[src/rtl/spmm_pkg.sv]
package spmm_pkg;
  typedef enum logic [1:0] {
    MODE_SYNC   = 2'd0,
    MODE_A8     = 2'd1,
    MODE_A9_FIX = 2'd2,
    MODE_A9_BR  = 2'd3
  } spmm_mode_e;

  typedef enum logic [2:0] {
    RS_IDLE  = 3'd0,
    RS_START = 3'd1,
    RS_DATA  = 3'd2,
    RS_STOP  = 3'd3,
    RS_SYNC  = 3'd4
  } spmm_rx_state_e;
endpackage

[src/rtl/spmm_tick.sv]
module spmm_tick #(
  parameter int FIX_DIV = 8
) (
  input  logic       clk,
  input  logic       rst_n,
  input  logic [1:0] mode,
  input  logic       baud_tick,
  output logic       tick
);
  import spmm_pkg::*;
  logic fix_pulse;

  generate
    if (FIX_DIV <= 1) begin : g_nodiv
      assign fix_pulse = 1'b1;
    end else begin : g_div
      localparam int DCW = $clog2(FIX_DIV);
      logic [DCW-1:0] dcnt;
      always_ff @(posedge clk or negedge rst_n) begin
        if (!rst_n) dcnt <= '0;
        else if (dcnt == DCW'(FIX_DIV - 1)) dcnt <= '0;
        else dcnt <= dcnt + 1'b1;
      end
      assign fix_pulse = (dcnt == DCW'(FIX_DIV - 1));
    end
  endgenerate

  assign tick = (spmm_mode_e'(mode) == MODE_A9_FIX) ? fix_pulse : baud_tick;
endmodule

[src/rtl/spmm_tx.sv]
module spmm_tx #(
  parameter int OSR = 16
) (
  input  logic       clk,
  input  logic       rst_n,
  input  logic [1:0] mode,
  input  logic       tick,
  input  logic       in_valid,
  output logic       in_ready,
  input  logic [8:0] in_data,
  input  logic       peer_busy,
  output logic       txd,
  output logic       sd_o,
  output logic       sd_oe,
  output logic       sclk,
  output logic       irq,
  output logic       active
);
  import spmm_pkg::*;
  localparam int CW   = $clog2(OSR);
  localparam int HALF = OSR / 2;

  logic          hold_v;
  logic [8:0]    hold_d;
  logic          busy;
  logic          sync_frame;
  logic [10:0]   sh;
  logic [3:0]    left;
  logic [CW-1:0] tcnt;
  logic          bit_end, last_bit, load, accept;

  assign in_ready = !hold_v;
  assign accept   = in_valid && !hold_v;
  assign bit_end  = busy && tick && (tcnt == CW'(OSR - 1));
  assign last_bit = bit_end && (left == 4'd1);
  assign load     = hold_v && (!busy || last_bit) && !peer_busy;

  always_ff @(posedge clk or negedge rst_n) begin
    if (!rst_n) begin
      hold_v <= 1'b0;
      hold_d <= '0;
    end else if (accept) begin
      hold_v <= 1'b1;
      hold_d <= in_data;
    end else if (load) begin
      hold_v <= 1'b0;
    end
  end

  always_ff @(posedge clk or negedge rst_n) begin
    if (!rst_n) begin
      busy       <= 1'b0;
      sync_frame <= 1'b0;
      sh         <= '1;
      left       <= '0;
      tcnt       <= '0;
      irq        <= 1'b0;
    end else begin
      irq <= load;
      if (load) begin
        busy <= 1'b1;
        tcnt <= '0;
        sync_frame <= (spmm_mode_e'(mode) == MODE_SYNC);
        case (spmm_mode_e'(mode))
          MODE_SYNC: begin sh <= {3'b111, hold_d[7:0]};        left <= 4'd8;  end
          MODE_A8:   begin sh <= {2'b11, hold_d[7:0], 1'b0};   left <= 4'd10; end
          default:   begin sh <= {1'b1, hold_d, 1'b0};         left <= 4'd11; end
        endcase
      end else if (bit_end) begin
        tcnt <= '0;
        sh   <= {1'b1, sh[10:1]};
        left <= left - 4'd1;
        if (left == 4'd1) busy <= 1'b0;
      end else if (busy && tick) begin
        tcnt <= tcnt + 1'b1;
      end
    end
  end

  assign txd    = (busy && !sync_frame) ? sh[0] : 1'b1;
  assign sd_o   = sh[0];
  assign sd_oe  = busy && sync_frame;
  assign sclk   = sd_oe ? (tcnt >= CW'(HALF)) : 1'b1;
  assign active = busy || hold_v;

  // a move into the shifter leaves the holding register free
  assert_irq_frees_hold_R4: assert property (@(posedge clk) disable iff (!rst_n)
    irq |-> in_ready);
  // a waiting byte is never altered before it is sent
  assert_hold_kept_R5: assert property (@(posedge clk) disable iff (!rst_n)
    (hold_v && !load) |=> (hold_v && $stable(hold_d)));
  // async line quiet while the shift mode drives the data line
  assert_sync_txd_quiet_R11: assert property (@(posedge clk) disable iff (!rst_n)
    sd_oe |-> txd);
  // data stable across the rising shift clock
  assert_sync_data_stable_R11: assert property (@(posedge clk) disable iff (!rst_n)
    ($rose(sclk) && sd_oe) |-> $stable(sd_o));
endmodule

[src/rtl/spmm_rx.sv]
module spmm_rx #(
  parameter int OSR = 16
) (
  input  logic       clk,
  input  logic       rst_n,
  input  logic [1:0] mode,
  input  logic       tick,
  input  logic       line_i,
  input  logic       sync_go,
  input  logic       tx_active,
  output logic       out_valid,
  input  logic       out_ready,
  output logic [8:0] out_data,
  output logic       overrun,
  output logic       irq,
  output logic       sync_busy,
  output logic       sclk
);
  import spmm_pkg::*;
  localparam int CW   = $clog2(OSR);
  localparam int HALF = OSR / 2;

  spmm_rx_state_e st;
  logic          s1, s2;
  logic [CW-1:0] cnt;
  logic [3:0]    nleft;
  logic [8:0]    rsh;
  logic          nine;
  logic          frame_done;
  logic [8:0]    nd;
  logic          take;

  always_ff @(posedge clk or negedge rst_n) begin
    if (!rst_n) begin
      s1 <= 1'b1;
      s2 <= 1'b1;
    end else begin
      s1 <= line_i;
      s2 <= s1;
    end
  end

  always_ff @(posedge clk or negedge rst_n) begin
    if (!rst_n) begin
      st <= RS_IDLE;
      cnt <= '0;
      nleft <= '0;
      rsh <= '0;
      nine <= 1'b0;
      frame_done <= 1'b0;
    end else begin
      frame_done <= 1'b0;
      case (st)
        RS_IDLE: begin
          cnt <= '0;
          if (spmm_mode_e'(mode) == MODE_SYNC) begin
            if (sync_go && !tx_active) begin
              st <= RS_SYNC;
              nleft <= 4'd8;
              nine <= 1'b0;
            end
          end else if (tick && !s2) begin
            st <= RS_START;
            nine <= (spmm_mode_e'(mode) != MODE_A8);
            nleft <= (spmm_mode_e'(mode) == MODE_A8) ? 4'd8 : 4'd9;
          end
        end
        RS_START: if (tick) begin
          if (cnt == CW'(HALF - 1)) begin
            cnt <= '0;
            st <= s2 ? RS_IDLE : RS_DATA;
          end else cnt <= cnt + 1'b1;
        end
        RS_DATA: if (tick) begin
          if (cnt == CW'(OSR - 1)) begin
            cnt <= '0;
            rsh <= {s2, rsh[8:1]};
            nleft <= nleft - 4'd1;
            if (nleft == 4'd1) st <= RS_STOP;
          end else cnt <= cnt + 1'b1;
        end
        RS_STOP: if (tick) begin
          if (cnt == CW'(OSR - 1)) begin
            cnt <= '0;
            st <= RS_IDLE;
            frame_done <= 1'b1;
          end else cnt <= cnt + 1'b1;
        end
        RS_SYNC: if (tick) begin
          if (cnt == CW'(OSR - 1)) begin
            cnt <= '0;
            rsh <= {s2, rsh[8:1]};
            nleft <= nleft - 4'd1;
            if (nleft == 4'd1) begin
              st <= RS_IDLE;
              frame_done <= 1'b1;
            end
          end else cnt <= cnt + 1'b1;
        end
        default: st <= RS_IDLE;
      endcase
    end
  end

  assign nd   = nine ? rsh : {1'b0, rsh[8:1]};
  assign take = out_valid && out_ready;

  always_ff @(posedge clk or negedge rst_n) begin
    if (!rst_n) begin
      out_valid <= 1'b0;
      out_data  <= '0;
      overrun   <= 1'b0;
      irq       <= 1'b0;
    end else begin
      irq <= frame_done;
      if (take) begin
        out_valid <= 1'b0;
        overrun   <= 1'b0;
      end
      if (frame_done) begin
        if (out_valid && !out_ready) overrun <= 1'b1;
        else begin
          out_valid <= 1'b1;
          out_data  <= nd;
        end
      end
    end
  end

  assign sync_busy = (st == RS_SYNC);
  assign sclk      = sync_busy ? (cnt >= CW'(HALF)) : 1'b1;

  // completion pulse always comes with a held byte
  assert_irq_has_data_R6: assert property (@(posedge clk) disable iff (!rst_n)
    irq |-> out_valid);
  // an unread byte is neither dropped nor overwritten
  assert_held_byte_kept_R9: assert property (@(posedge clk) disable iff (!rst_n)
    (out_valid && !out_ready) |=> (out_valid && $stable(out_data)));
  // overrun only rises while a byte was held
  assert_overrun_cause_R9: assert property (@(posedge clk) disable iff (!rst_n)
    $rose(overrun) |-> $past(out_valid));
endmodule

[src/rtl/serial_port_mm.sv]
module serial_port_mm #(
  parameter int OSR     = 16,
  parameter int FIX_DIV = 8
) (
  input  logic       clk,
  input  logic       rst_n,
  input  logic [1:0] mode,
  input  logic       baud_tick,
  input  logic       tx_valid,
  output logic       tx_ready,
  input  logic [8:0] tx_data,
  output logic       rx_valid,
  input  logic       rx_ready,
  output logic [8:0] rx_data,
  input  logic       sync_rx_go,
  input  logic       line_i,
  output logic       line_o,
  output logic       line_oe,
  output logic       txd_o,
  output logic       sclk_o,
  output logic       tx_empty,
  output logic       tx_irq,
  output logic       rx_irq,
  output logic       overrun
);
  logic tick, tx_active, rx_sync_busy, sclk_tx, sclk_rx;

  spmm_tick #(.FIX_DIV(FIX_DIV)) u_tick (
    .clk(clk), .rst_n(rst_n), .mode(mode), .baud_tick(baud_tick), .tick(tick)
  );

  spmm_tx #(.OSR(OSR)) u_tx (
    .clk(clk), .rst_n(rst_n), .mode(mode), .tick(tick),
    .in_valid(tx_valid), .in_ready(tx_ready), .in_data(tx_data),
    .peer_busy(rx_sync_busy), .txd(txd_o), .sd_o(line_o), .sd_oe(line_oe),
    .sclk(sclk_tx), .irq(tx_irq), .active(tx_active)
  );

  spmm_rx #(.OSR(OSR)) u_rx (
    .clk(clk), .rst_n(rst_n), .mode(mode), .tick(tick), .line_i(line_i),
    .sync_go(sync_rx_go), .tx_active(tx_active),
    .out_valid(rx_valid), .out_ready(rx_ready), .out_data(rx_data),
    .overrun(overrun), .irq(rx_irq), .sync_busy(rx_sync_busy), .sclk(sclk_rx)
  );

  assign sclk_o   = sclk_tx & sclk_rx;
  assign tx_empty = !tx_active;

  // shift-mode transmit and receive never overlap
  assert_half_duplex_R12: assert property (@(posedge clk) disable iff (!rst_n)
    !(line_oe && rx_sync_busy));
  // shift clock idles high when no shift transfer runs
  assert_sclk_idle_R11: assert property (@(posedge clk) disable iff (!rst_n)
    (!line_oe && !rx_sync_busy) |-> sclk_o);
endmodule

[config.mk]
export PLATFORM = sky130hd
export DESIGN_NAME = serial_port_mm
export DESIGN_NICKNAME = d
export VERILOG_FILES = /design/src/rtl/spmm_pkg.sv /design/src/rtl/spmm_tick.sv /design/src/rtl/spmm_tx.sv /design/src/rtl/spmm_rx.sv /design/src/rtl/serial_port_mm.sv
export SDC_FILE = /design/constraint.sdc
export NUM_CORES = 1
export LEC_CHECK = 0
export CAP_MARGIN = 20
export CORE_UTILIZATION = 35
export CTS_BUF_LIST = sky130_fd_sc_hd__clkbuf_4 sky130_fd_sc_hd__clkbuf_8
export DETAILED_ROUTE_END_ITERATION = 6
export DONT_BUFFER_PORTS = 1
export GPL_ROUTABILITY_DRIVEN = 0
export PLACE_DENSITY = 0.49
export SLEW_MARGIN = 10
export SYNTH_ARGS = -nofsm -noshare
export SYNTH_HDL_FRONTEND = slang
export SYNTH_SLANG_ARGS = --single-unit
[constraint.sdc]
create_clock -name clk -period 2.5 [get_ports clk]
set_input_delay 0.625 -clock clk [delete_from_list [all_inputs] [get_ports clk]]
set_output_delay 0.625 -clock clk [all_outputs]
set_load 0.005 [all_outputs]
==> results.rst <==
.. list-table::
   :header-rows: 1

   * - Metric
     - Value
   * - Result of the run
     - complete, no violations
   * - Power density relative to cell area
     - 871 nW/um2
   * - Worst EP required
     - 2.72 ns
   * - Number of synthesis warnings
     - 0
   * - CTS tree
     - yes
   * - Final Cycle Share
     - 93.1%
   * - Max Cap Violations
     - 0
   * - Primary FF master, synth
     - sky130_fd_sc_hd__dfrtp_1
   * - Pre-CTS worst setup slack
     - 0.192 ns
   * - Post-synthesis sequential area ratio
     - 51.1%
   * - Post-layout net count
     - 343
   * - Number of buffers on the longest clock path
     - 2
   * - Dominant cell type by count on the critical path
     - sky130_fd_sc_hd__ha_1
   * - Placement-stage cell area
     - 3600 um2
   * - Peak supply drop
     - 0.492 mV
   * - Clock tree root buffer cell
     - sky130_fd_sc_hd__clkbuf_8
   * - Ant diodes
     - 0
   * - Top area cells in the synthesized netlist
     - sky130_fd_sc_hd__dfrtp_1, sky130_fd_sc_hd__mux2i_1, sky130_fd_sc_hd__dfstp_2
   * - Die height
     - 101 um
   * - Number of distinct library cells after synthesis
     - 48
   * - Worst-case headroom to the max-slew limit
     - 57.8%
   * - Initial antenna violation count
     - 0
   * - Vias per cell
     - 4.81
   * - Share of post-route cells with drive strength above 1
     - 21.6%
   * - Floorplan die width
     - 101 um
   * - All-layer global routing usage
     - 14.6%
   * - Final total power
     - 3330 uW
   * - Max-slew violations
     - 0
   * - Synthesized Nets
     - 337
   * - Setup Fix Bufs, Post-CTS
     - 0
   * - Final setup violating endpoints
     - 0
   * - Final sum of negative setup slack
     - 0 ns
   * - Setup Crit Path Kind
     - reg2reg
   * - Drt drc
     - 0
   * - Maximum number of pins on one net before global-route repair
     - 59
   * - Number of buffer cells added on primary ports
     - 0
   * - Worst min path class
     - in2async
   * - Critical-path top delay cell
     - sky130_fd_sc_hd__nor3_1
   * - Synthesized instance count
     - 309
   * - Number of buffers added by the clock tree synthesis step
     - 9
   * - Setup repair after global routing missed its margin
     - false
   * - CTS sink count
     - 70
   * - EDFF count, synth
     - 0
   * - Number of detailed-route iterations in the first pass
     - 4
   * - Leakage Power
     - 0.00176 uW
   * - Worst hold margin
     - 0.120 ns
   * - Min cycle time layout
     - 2.33 ns
   * - Async S/R FF share, synth
     - 100%
   * - Mean Syn Cell Area
     - 11.2 um2
   * - Number of vias in the routed layout
     - 2,160
   * - Critical Path Source Type
     - flip-flop
   * - Clock transition at the register clock pins on the worst setup and hold paths after CTS
     - 0.08 ns
   * - Most instantiated cells after synthesis
     - sky130_fd_sc_hd__dfrtp_1, sky130_fd_sc_hd__mux2i_1, sky130_fd_sc_hd__nand2_1
   * - Number of fill cells in the layout
     - 944
   * - Violation count after the first detailed-route iteration
     - 91
   * - Max frequency
     - 0.430 GHz
   * - FF+latch area
     - 1770 um2
   * - Critical Path AT
     - 2.55 ns
   * - Htree depth
     - 3
   * - Worst skew pair latency
     - 0.34 ns
   * - Library cell with the largest summed area after synthesis
     - sky130_fd_sc_hd__dfrtp_1
   * - Clock Skew
     - 0.00824 ns
   * - Floorplan Core Area
     - 9420 um2
   * - Final Hold Vio Count
     - 0
   * - Critical Path End Type
     - flip-flop
   * - Routed wire length
     - 6.64 mm
   * - Most frequent cell after synthesis
     - sky130_fd_sc_hd__dfrtp_1
   * - Cell Area, Synth
     - 3460 um2
   * - Number of nets with antenna violations after detailed routing
     - 0
   * - Floorplan row count
     - 35
   * - Minimum setup slack in the final design
     - 0.173 ns
   * - Multi-input logic area
     - 1560 um2
   * - Top-area cell type share of the netlist area
     - 42.0%
   * - Detailed placement HPWL
     - 4.64 mm
   * - Area added between synthesis and finish
     - 10.6%
   * - Post-DR wirelength/cell
     - 14.8 um
   * - Die outline area
     - 10,300 um2
   * - Worst-Margin Slew
     - 0.628 ns
   * - Total I/O pin count
     - 37
   * - Ordered cell list for the critical path
     - ha_1 -> ha_1 -> nor4bb_1 -> a211oi_1 -> nor3_1 -> nor2_1 -> mux2_2
   * - Vias in the first global route
     - 2,153
   * - Wire length of the first global-routing pass
     - 11.2 mm
   * - Top fanout value on the critical path
     - 5
   * - Congestion Overflow GR
     - 0
   * - Count of state elements after synthesis
     - 70
   * - Post-route design area
     - 3820 um2
   * - Starting utilization of the core area
     - 36.7%
   * - Delay contributed by the slowest stage of the critical path
     - 0.50 ns
## flip-flops by register name (all words and copies together) (netlist names)
signal             count
u_tick.g_div.dcnt      3
u_rx.overrun           1
u_rx.cnt               4
u_rx.s1                1
u_rx.out_valid         1
u_tx.sync_frame        1
u_tx.irq               1
u_rx.out_data          9
u_rx.irq               1
u_rx.rsh               9
u_tx.busy              1
u_tx.hold_v            1
u_rx.frame_done        1
u_tx.hold_d            9
u_rx.st                3
u_tx.tcnt              4
u_rx.nine              1
u_tx.sh               10
u_tx.left              4
u_rx.s2                1
u_rx.nleft             4
## kinds of logic (layout without fill, tap and decap cells)
group                      Yosys count  count (layout)  share of synthesized area (%)
AOI/OAI and AO/OA                   40              40                           7.35
xor gates and xnor gates             7               7                           1.77
adders and majority gates           11              11                           3.91
buffers and inverters               28              39                           3.87
DFF                                 70              70                           51.1
muxes                               61              61                           19.0
and+or+nand+nor                     92              92                           13.0
## critical path: cells and delay by family, from the launching register on
family / cells / cell delay (ns)
and+or+nand+nor: 3 / 1.02
DFF: 1 / 0.37
muxes: 1 / 0.30
adders and majority gates: 2 / 0.41
AOI/OAI and AO/OA: 1 / 0.12
## layer usage
metal	vias up	share of wire, %	global-route usage, %
li1	1080	-	-
met1	1021	49	19.9
met2	52	45	21.7
met3	7	4.5	4.28
met4	0	1.5	5.80
met5	-	0	0
## path summary, 6_finish.rpt
check / slack, ns / depth (start not counted) / from / end
worst max-delay path: 0.17 / 7 / u_tick.g_div.dcnt[0] / u_rx.nleft[1]
worst min-delay path: 0.12 / 0 / rst_n / u_rx.s1
worst max register to register: 0.17 / 7 / u_tick.g_div.dcnt[0] / u_rx.nleft[1]
worst min register to register: 0.37 / 0 / u_rx.s1 / u_rx.s2
max in group asynchronous: 2.10 / 1 / rst_n / u_rx.out_data[3]
min in group clk: 0.27 / 0 / line_i / u_rx.s1
## what timing repair did
item / CTS / global route
gates resized for setup: 0 / 0
endpoints found under the hold margin: 58 / 0
hold buffers: 1 / 0
## layout make-up
type                            count  share of cell area [%]
Inverter                           14                    1.44
Multi-Input combinational cell    211                    40.7
Clock buffer                        9                    3.24
Timing Repair Buffer                9                    2.29
Tap cell                          129                    4.22
Clock inverter                      7                    1.90
Sequential cell                    70                    46.2
## placed cells by master, fill, tap and decap left out, types with 3 or more instances in the layout
| cell type | Yosys | routed |
|---|---|---|
| sky130_fd_sc_hd__inv_1 | 13 | 13 |
| sky130_fd_sc_hd__o21ai_0 | 16 | 16 |
| sky130_fd_sc_hd__nand3_1 | 8 | 8 |
| sky130_fd_sc_hd__xor2_1 | 5 | 5 |
| sky130_fd_sc_hd__and3_1 | 3 | 3 |
| sky130_fd_sc_hd__mux2_2 | 22 | 22 |
| sky130_fd_sc_hd__dfstp_2 | 12 | 12 |
| sky130_fd_sc_hd__ha_1 | 10 | 10 |
| sky130_fd_sc_hd__clkbuf_8 | 0 | 9 |
| sky130_fd_sc_hd__a21oi_1 | 10 | 10 |
| sky130_fd_sc_hd__nor3_1 | 7 | 7 |
| sky130_fd_sc_hd__nand2_1 | 31 | 31 |
| sky130_fd_sc_hd__dfrtp_1 | 58 | 58 |
| sky130_fd_sc_hd__nand2b_1 | 5 | 5 |
| sky130_fd_sc_hd__buf_4 | 2 | 8 |
| sky130_fd_sc_hd__mux2i_1 | 37 | 37 |
| sky130_fd_sc_hd__nand4_1 | 3 | 3 |
| sky130_fd_sc_hd__nor2_1 | 22 | 22 |
## per-stage QoR
step	instances	util (%)
after floorplan	309	-
after detailed placement	432	38.2
after global routing	449	40.6
after global placement	432	38.2
after CTS	449	40.6
final	449	40.6
## power breakdown
| group | internal (uW) | total, uW | leakage [uW] | switching, uW |
|---|---|---|---|---|
| clock network | 462 | 912 | 0.0000956 | 450 |
| logic | 394 | 821 | 0.000799 | 427 |
| registers | 1360 | 1600 | 0.000870 | 238 |
Note: power is estimated with default switching activity, not from simulation.
